**src/rtl/lru_pkg.sv**
```systemverilog
package lru_pkg;
  typedef enum logic {
    ST_IDLE   = 1'b0,
    ST_SECOND = 1'b1
  } lru_state_e;
endpackage

```
**src/rtl/lru_addr_split.sv**
```systemverilog
module lru_addr_split #(
  parameter int ADDR_W     = 16,
  parameter int SIZE_W     = 6,
  parameter int LINE_BYTES = 16,
  parameter int SETS       = 8
) (
  input  logic [ADDR_W-1:0]                                    addr,
  input  logic [SIZE_W-1:0]                                    size,
  output logic [$clog2(SETS)-1:0]                              set_lo,
  output logic [$clog2(SETS)-1:0]                              set_hi,
  output logic [ADDR_W-$clog2(LINE_BYTES)-$clog2(SETS)-1:0]    tag_lo,
  output logic [ADDR_W-$clog2(LINE_BYTES)-$clog2(SETS)-1:0]    tag_hi,
  output logic                                                 spans,
  output logic                                                 illegal
);
  localparam int LINE_SH = $clog2(LINE_BYTES);
  localparam int IDX_W   = $clog2(SETS);
  localparam int TAG_W   = ADDR_W - LINE_SH - IDX_W;

  logic [ADDR_W-1:0] last_byte;
  logic [IDX_W-1:0]  set_next;

  always_comb begin
    last_byte = addr + {{(ADDR_W-SIZE_W){1'b0}}, size} - ADDR_W'(1);
    set_lo    = addr[LINE_SH +: IDX_W];
    set_hi    = last_byte[LINE_SH +: IDX_W];
    tag_lo    = addr[ADDR_W-1 -: TAG_W];
    tag_hi    = last_byte[ADDR_W-1 -: TAG_W];
    set_next  = set_lo + IDX_W'(1);
    spans     = (set_hi != set_lo);
    illegal   = (size == '0) || (spans && (set_hi != set_next));
  end
endmodule

```
**src/rtl/lru_set_array.sv**
```systemverilog
module lru_set_array #(
  parameter int SETS  = 8,
  parameter int ASSOC = 2,
  parameter int TAG_W = 9
) (
  input  logic                    clk,
  input  logic                    rst_n,
  input  logic [$clog2(SETS)-1:0] idx,
  input  logic [TAG_W-1:0]        tag,
  input  logic                    upd,
  output logic                    hit
);
  localparam int IDX_W = $clog2(SETS);

  logic [SETS-1:0][ASSOC-1:0][TAG_W-1:0] mem;
  logic [ASSOC-1:0][TAG_W-1:0]           row, row_next;
  logic [ASSOC-1:0]                      match;
  logic [ASSOC-1:0]                      shift;

  assign row = mem[idx];

  genvar w;
  generate
    for (w = 0; w < ASSOC; w++) begin : g_way
      assign match[w] = (row[w] == tag);
      if (w == 0) begin : g_mru
        assign row_next[w] = tag;
      end else begin : g_rest
        assign row_next[w] = shift[w] ? row[w-1] : row[w];
      end
    end
  endgenerate

  // A way moves down when no earlier way matched the tag.
  always_comb begin
    logic seen;
    seen = 1'b0;
    for (int i = 0; i < ASSOC; i++) begin
      shift[i] = ~seen;
      seen     = seen | match[i];
    end
  end

  assign hit = |match;

  always_ff @(posedge clk) begin
    if (!rst_n) begin
      mem <= '0;
    end else if (upd) begin
      mem[idx] <= row_next;
    end
  end


  mru_install_chk: assert property (@(posedge clk) disable iff (!rst_n)
    upd |=> mem[$past(idx)][0] == $past(tag));


  no_touch_chk: assert property (@(posedge clk) disable iff (!rst_n)
    !upd |=> $stable(mem));

  generate
    if (ASSOC > 1) begin : g_evict_chk

      lru_evict_chk: assert property (@(posedge clk) disable iff (!rst_n)
        (upd && !hit) |=> mem[$past(idx)][ASSOC-1] == $past(row[ASSOC-2]));
    end
  endgenerate
endmodule

```
**src/rtl/lru_ctrl.sv**
```systemverilog
module lru_ctrl
  import lru_pkg::*;
#(
  parameter int IDX_W = 3,
  parameter int TAG_W = 9
) (
  input  logic             clk,
  input  logic             rst_n,
  input  logic             req_valid,
  output logic             req_ready,
  input  logic [IDX_W-1:0] set_lo,
  input  logic [IDX_W-1:0] set_hi,
  input  logic [TAG_W-1:0] tag_lo,
  input  logic [TAG_W-1:0] tag_hi,
  input  logic             spans,
  input  logic             illegal,
  input  logic             hit,
  output logic [IDX_W-1:0] look_idx,
  output logic [TAG_W-1:0] look_tag,
  output logic             upd,
  output logic             res_valid,
  output logic             res_hit,
  output logic             res_err
);
  lru_state_e       state;
  logic [IDX_W-1:0] stash_idx;
  logic [TAG_W-1:0] stash_tag;
  logic             first_hit;
  logic             fire;

  assign req_ready = (state == ST_IDLE);
  assign fire      = req_valid && req_ready;

  always_comb begin
    if (state == ST_SECOND) begin
      look_idx = stash_idx;
      look_tag = stash_tag;
      upd      = 1'b1;
    end else begin
      look_idx = set_lo;
      look_tag = tag_lo;
      upd      = fire && !illegal;
    end
  end

  always_ff @(posedge clk) begin
    if (!rst_n) begin
      state     <= ST_IDLE;
      stash_idx <= '0;
      stash_tag <= '0;
      first_hit <= 1'b0;
      res_valid <= 1'b0;
      res_hit   <= 1'b0;
      res_err   <= 1'b0;
    end else if (state == ST_SECOND) begin
      state     <= ST_IDLE;
      res_valid <= 1'b1;
      res_hit   <= first_hit && hit;
      res_err   <= 1'b0;
    end else begin
      res_valid <= fire && (illegal || !spans);
      res_hit   <= fire && !illegal && !spans && hit;
      res_err   <= fire && illegal;
      if (fire && !illegal && spans) begin
        state     <= ST_SECOND;
        stash_idx <= set_hi;
        stash_tag <= tag_hi;
        first_hit <= hit;
      end
    end
  end


  two_cycle_chk: assert property (@(posedge clk) disable iff (!rst_n)
    (fire && spans && !illegal) |=> (!req_ready && !res_valid));


  single_result_chk: assert property (@(posedge clk) disable iff (!rst_n)
    (fire && (illegal || !spans)) |=> res_valid);


  idle_quiet_chk: assert property (@(posedge clk) disable iff (!rst_n)
    (!fire && state == ST_IDLE) |=> !res_valid);


  err_shape_chk: assert property (@(posedge clk) disable iff (!rst_n)
    res_err |-> (res_valid && !res_hit));


  straddle_miss_chk: assert property (@(posedge clk) disable iff (!rst_n)
    (state == ST_SECOND && !hit) |=> !res_hit);
endmodule

```
**src/rtl/lru_tag_unit.sv**
```systemverilog
module lru_tag_unit #(
  parameter int ADDR_W      = 16,
  parameter int SIZE_W      = 6,
  parameter int CACHE_BYTES = 256,
  parameter int LINE_BYTES  = 16,
  parameter int ASSOC       = 2
) (
  input  logic              clk,
  input  logic              rst_n,
  input  logic              req_valid,
  output logic              req_ready,
  input  logic [ADDR_W-1:0] req_addr,
  input  logic [SIZE_W-1:0] req_size,
  output logic              res_valid,
  output logic              res_hit,
  output logic              res_err
);
  localparam int SETS    = CACHE_BYTES / LINE_BYTES / ASSOC;
  localparam int LINE_SH = $clog2(LINE_BYTES);
  localparam int IDX_W   = $clog2(SETS);
  localparam int TAG_W   = ADDR_W - LINE_SH - IDX_W;

  logic [IDX_W-1:0] set_lo, set_hi, look_idx;
  logic [TAG_W-1:0] tag_lo, tag_hi, look_tag;
  logic             spans, illegal, hit, upd;

  lru_addr_split #(
    .ADDR_W(ADDR_W), .SIZE_W(SIZE_W), .LINE_BYTES(LINE_BYTES), .SETS(SETS)
  ) u_split (
    .addr(req_addr), .size(req_size),
    .set_lo(set_lo), .set_hi(set_hi),
    .tag_lo(tag_lo), .tag_hi(tag_hi),
    .spans(spans), .illegal(illegal)
  );

  lru_ctrl #(.IDX_W(IDX_W), .TAG_W(TAG_W)) u_ctrl (
    .clk(clk), .rst_n(rst_n),
    .req_valid(req_valid), .req_ready(req_ready),
    .set_lo(set_lo), .set_hi(set_hi),
    .tag_lo(tag_lo), .tag_hi(tag_hi),
    .spans(spans), .illegal(illegal), .hit(hit),
    .look_idx(look_idx), .look_tag(look_tag), .upd(upd),
    .res_valid(res_valid), .res_hit(res_hit), .res_err(res_err)
  );

  lru_set_array #(.SETS(SETS), .ASSOC(ASSOC), .TAG_W(TAG_W)) u_array (
    .clk(clk), .rst_n(rst_n),
    .idx(look_idx), .tag(look_tag), .upd(upd), .hit(hit)
  );
endmodule

```
**config.mk**
```make
export PLATFORM = sky130hd
export DESIGN_NAME = lru_tag_unit
export DESIGN_NICKNAME = d
export VERILOG_FILES = /design/src/rtl/lru_pkg.sv /design/src/rtl/lru_addr_split.sv /design/src/rtl/lru_set_array.sv /design/src/rtl/lru_ctrl.sv /design/src/rtl/lru_tag_unit.sv
export SDC_FILE = /design/constraint.sdc
export NUM_CORES = 1
export LEC_CHECK = 0
export BUFFER_PORTS_ARGS = -buffer_cell sky130_fd_sc_hd__buf_2
export CAP_MARGIN = 25
export CORE_MARGIN = 10
export CORE_UTILIZATION = 26
export CTS_BUF_LIST = sky130_fd_sc_hd__clkbuf_4 sky130_fd_sc_hd__clkbuf_8 sky130_fd_sc_hd__clkbuf_16
export DETAILED_ROUTE_END_ITERATION = 7
export HOLD_SLACK_MARGIN = 0.1
export PLACE_DENSITY_LB_ADDON = 0.3
export SLEW_MARGIN = 10
export SYNTH_ARGS = -nofsm -noshare
export SYNTH_HDL_FRONTEND = slang
export SYNTH_SLANG_ARGS = --single-unit
```
**constraint.sdc**
```tcl
create_clock -name clk -period 3.6 [get_ports clk]
set_clock_uncertainty 0.15 [all_clocks]
set_input_delay 0.72 -clock clk [delete_from_list [all_inputs] [get_ports clk]]
set_output_delay 0.72 -clock clk [all_outputs]
set_load 0.005 [all_outputs]
```
==> results by group <==
Outcome
  • Status: finished, final reports clean

Floorplanning
  • Io pins: 29
  • Core Area: 0.0307 sq mm
  • Die width: 197 um
  • Row count: 64
  • Die area: 0.0389 sq mm
  • Initial Util: 0.265
  • Die H: 197 um

Setup path
  • Crit. End Element: flip-flop
  • R2r worst-path depth: 13
  • Crit-path max FO: 6
  • CP required: 3.78 ns
  • CP max stage cell: nor3_4
  • WP depth: 16
  • Delay-heaviest family, CP: compound AO/OA/AOI/OAI gates
  • Setup CP Type: input port to flip-flop
  • CP arrival: 3.77 ns
  • Crit-path max cell delay: 0.44 ns
  • CP Cell Sequence: buf_4 -> inv_2 -> ha_4 -> inv_2 -> ha_4 -> nand3b_1 -> o22a_1 -> a211oi_2 -> buf_4 -> xnor2_4 -> a22oi_2 -> o21a_4 -> buf_12 -> nor3_4 -> a21oi_4 -> a22o_1
  • Buf/Inv on CP: 5
  • Reg2Reg Setup Slack: 0.18 ns
  • RR Startpoint: u_ctrl.state
  • Crit path from: req_size[2]
  • Crit path launch type: input port
  • R2R Path End: u_array.mem[68]

Synthesis
  • Register bit total from synthesis: 161
  • Netlist Area Pre-Place: 0.00816 sq mm
  • Most frequent cell after synthesis: dfxtp_1
  • Area contributors post-synth: dfxtp_1 (39%), a22o_1 (6.2%), nor2_1 (4.0%)
  • EDFF count, synth: 0
  • Synth Flop Type: dfxtp_1
  • Syn. warnings: 0
  • Synth cell types: 78
  • Area share of the largest cell type after synthesis: 0.395
  • Asr flop ratio synth: 0
  • Synth Area per Inst: 9.55 sq um
  • Post-synth top area cell: dfxtp_1
  • Most frequent cells after synthesis: dfxtp_1 (161), nor2_1 (86), a22o_1 (58)
  • Syn_nets: 899
  • Sequential share of the synthesized area: 0.395
  • Cell count after synthesis: 855

Cells and area
  • Final std cells w/o fill: 1,398
  • Register Area: 0.00322 sq mm
  • Layout cells sized above 1: 0.284
  • Nets@finish: 1,033
  • Multi-input gate area: 0.00486 sq mm
  • Antenna diodes: 0
  • Fillers: 3,189
  • P&R area growth vs syn: 30.6%

Clocking
  • H-tree levels: 4
  • Hold-fix buffers, CTS: 0
  • CTS Buf Count: 17
  • Clk slew on worst S/H paths: 0.07 ns
  • Sinks on Clock Net: 161
  • CTS Buffer Depth: 2
  • CTS tree: done
  • Clock Latency Late Sink: 0.44 ns
  • Clock Tree Root: clkbuf_16

Timing
  • Final Hold Vio Count: 0
  • Post-route setup slack: 0.0124 ns
  • Count of final setup violators: 0
  • Setup TNS: 0 ns
  • Final Critical Period: 3.59 ns
  • RSZ-0062 raised after global routing: true
  • Worst slew margin: 0.540
  • Max Freq: 0.279 GHz
  • Max-slew violations: 0
  • Fin crit share: 0.997
  • Slew @ Worst Pin: 0.689 ns

Route
  • Drt wl/cell: 18.4 um
  • DR vias/cell: 5.11
  • DRC violation count after routing: 0
  • ANT nets after route: 0
  • DRT Wirelength: 25,700 um
  • Pre-antenna DRT Iters: 5
  • DR iter-0 viols: 593
  • Vias after detailed routing: 7,145

Min path
  • Min-delay worst type: flip-flop to flip-flop
  • Hold Startpoint: u_ctrl.stash_tag[4]
  • Min-Delay Path Depth: 2
  • Hold Crit Endpoint: u_ctrl.stash_tag[4]

Pwr
  • Psw: 1.48 mW
  • Lkg Pwr: 4.03 nW
  • Pint: 3.34 mW
  • Clk pwr share: 0.379
  • Switching share of power: 0.307
  • Power Dens Cells: 452 mW/mm^2
  • Peak VDD IR: 0.357 mV
  • Seq pwr share: 0.387
  • Combinational share of power: 0.234

GRT
  • GRT met1 Usage: 0.181
  • Vias in the first global route: 6,799
  • Met3 usage: 0.0198
  • GRT Residual Overflow: 0
  • Initial antenna violation count: 0
  • Met2 GRT Util: 0.197
  • Gr usage total: 0.129
  • Global route hottest layer: met2
  • First-pass GRT wire length: 39,300 um
  • Largest net degree at the start of global routing: 29

Place
  • Placed instance count: 1,358
  • Final HPWL DP: 18,300 um
  • RD Place Congestion: 0.827
  • Worst slack at placement: -0.442 ns
  • # port buffers: 28

Flow run
  • Max-cap violations: 0
## power by group through the flow
stage               registers [mW]  clock network, mW  logic [mW]
finish                        1.87               1.82        1.13
global route                  1.87               1.92        1.22
CTS                           1.87               1.85        1.06
detailed placement            1.91                  0        1.05
global placement              1.91                  0        1.05
floorplan                     1.90                  0       0.630
## flip-flops by register name (all words and copies together) (netlist names)
register	cells
u_ctrl.stash_idx	3
u_ctrl.first_hit	1
u_ctrl.res_valid	1
u_ctrl.res_hit	1
u_ctrl.res_err	1
u_ctrl.stash_tag	9
u_ctrl.state	1
u_array.mem	144
## layer usage
layer  share of wire  up-vias  wire (um)
met5               0        -          0
met4           0.018        0        457
met3           0.044       29       1130
met2            0.44      188      11400
met1            0.50     3447      12800
li1                -     3481          -
## stage by stage
step,hold WS [ns],utilization,total power [mW],instance area [sq um]
global placement,0.293,0.319,2.96,9810
CTS,0.306,0.338,4.77,10400
floorplan,0.282,-,2.53,8300
global route,0.333,0.347,5.01,10700
finish,0.303,0.347,4.82,10700
detailed placement,0.298,0.319,2.96,9810
## logic make-up (layout without fill, tap and decap cells)
group | count (synthesis) | count (layout) | synth area share
buf+inv | 84 | 229 | 0.0474
compound gates | 256 | 258 | 0.231
flops | 161 | 161 | 0.395
xor+xnor | 32 | 32 | 0.0379
simple gates | 240 | 240 | 0.142
mux | 63 | 63 | 0.118
fa+ha+maj | 19 | 19 | 0.0291
## final cells by class
class	instances	area share
multi-input combinational	612	0.456
sequential	161	0.302
timing repair buffer	164	0.129
tap	396	0.0465
clock buffer	18	0.0406
clock inverter	14	0.0137
inverter	33	0.0121
## layout by cell type, fill, tap and decap left out, drive strengths merged, types with 3 or more instances in the layout
cell type / instances
nor2: 87
nand2b: 10
a22oi: 8
nand4: 9
o31a: 3
o21ai: 56
nor4: 5
o22a: 4
mux2i: 40
and3: 6
xor2: 8
or3: 4
nand3b: 3
o2bb2ai: 8
clkinv: 6
a21oi: 30
dfxtp: 161
buf: 164
a32o: 7
a22o: 59
clkbuf: 18
a31oi: 7
nor3: 16
xnor2: 22
nand3: 55
a221oi: 8
mux2: 11
nand2: 38
o22ai: 3
o211ai: 4
mux4: 12
inv: 40
a211oi: 41
ha: 19
## timing repair
action / in CTS / in global routing
hold endpoints to repair: 0 / 0
setup endpoints to repair: 4 / 102
setup buffers: 0 / 6
resized for setup: 1 / 38
pin swaps: 0 / 18
gates cloned: 0 / 2
## worst register-to-register path, stage by stage, from the launching register on
cell	delay, ns
dfxtp_1	0.37
buf_12	0.16
mux2_4	0.38
buf_12	0.18
buf_4	0.16
nor2_1	0.24
a221oi_1	0.15
o22a_1	0.26
xnor2_1	0.13
and3_1	0.19
nor2b_4	0.18
buf_12	0.16
mux2_4	0.37
a32o_1	0.22
## worst max-delay path by stage
| stage | endpoint | slack [ns] |
|---|---|---|
| 2_1_floorplan | u_array.mem[68] | -0.005 |
| 3_3_place_gp | u_array.mem[15] | -0.40 |
| 3_5_place_dp | u_array.mem[137] | -0.44 |
| 4_1_cts | u_array.mem[137] | 0.01 |
| 5_1_grt | u_array.mem[136] | -0.13 |
| 6_report | u_array.mem[136] | 0.01 |
(Power assumes the default switching activity.)
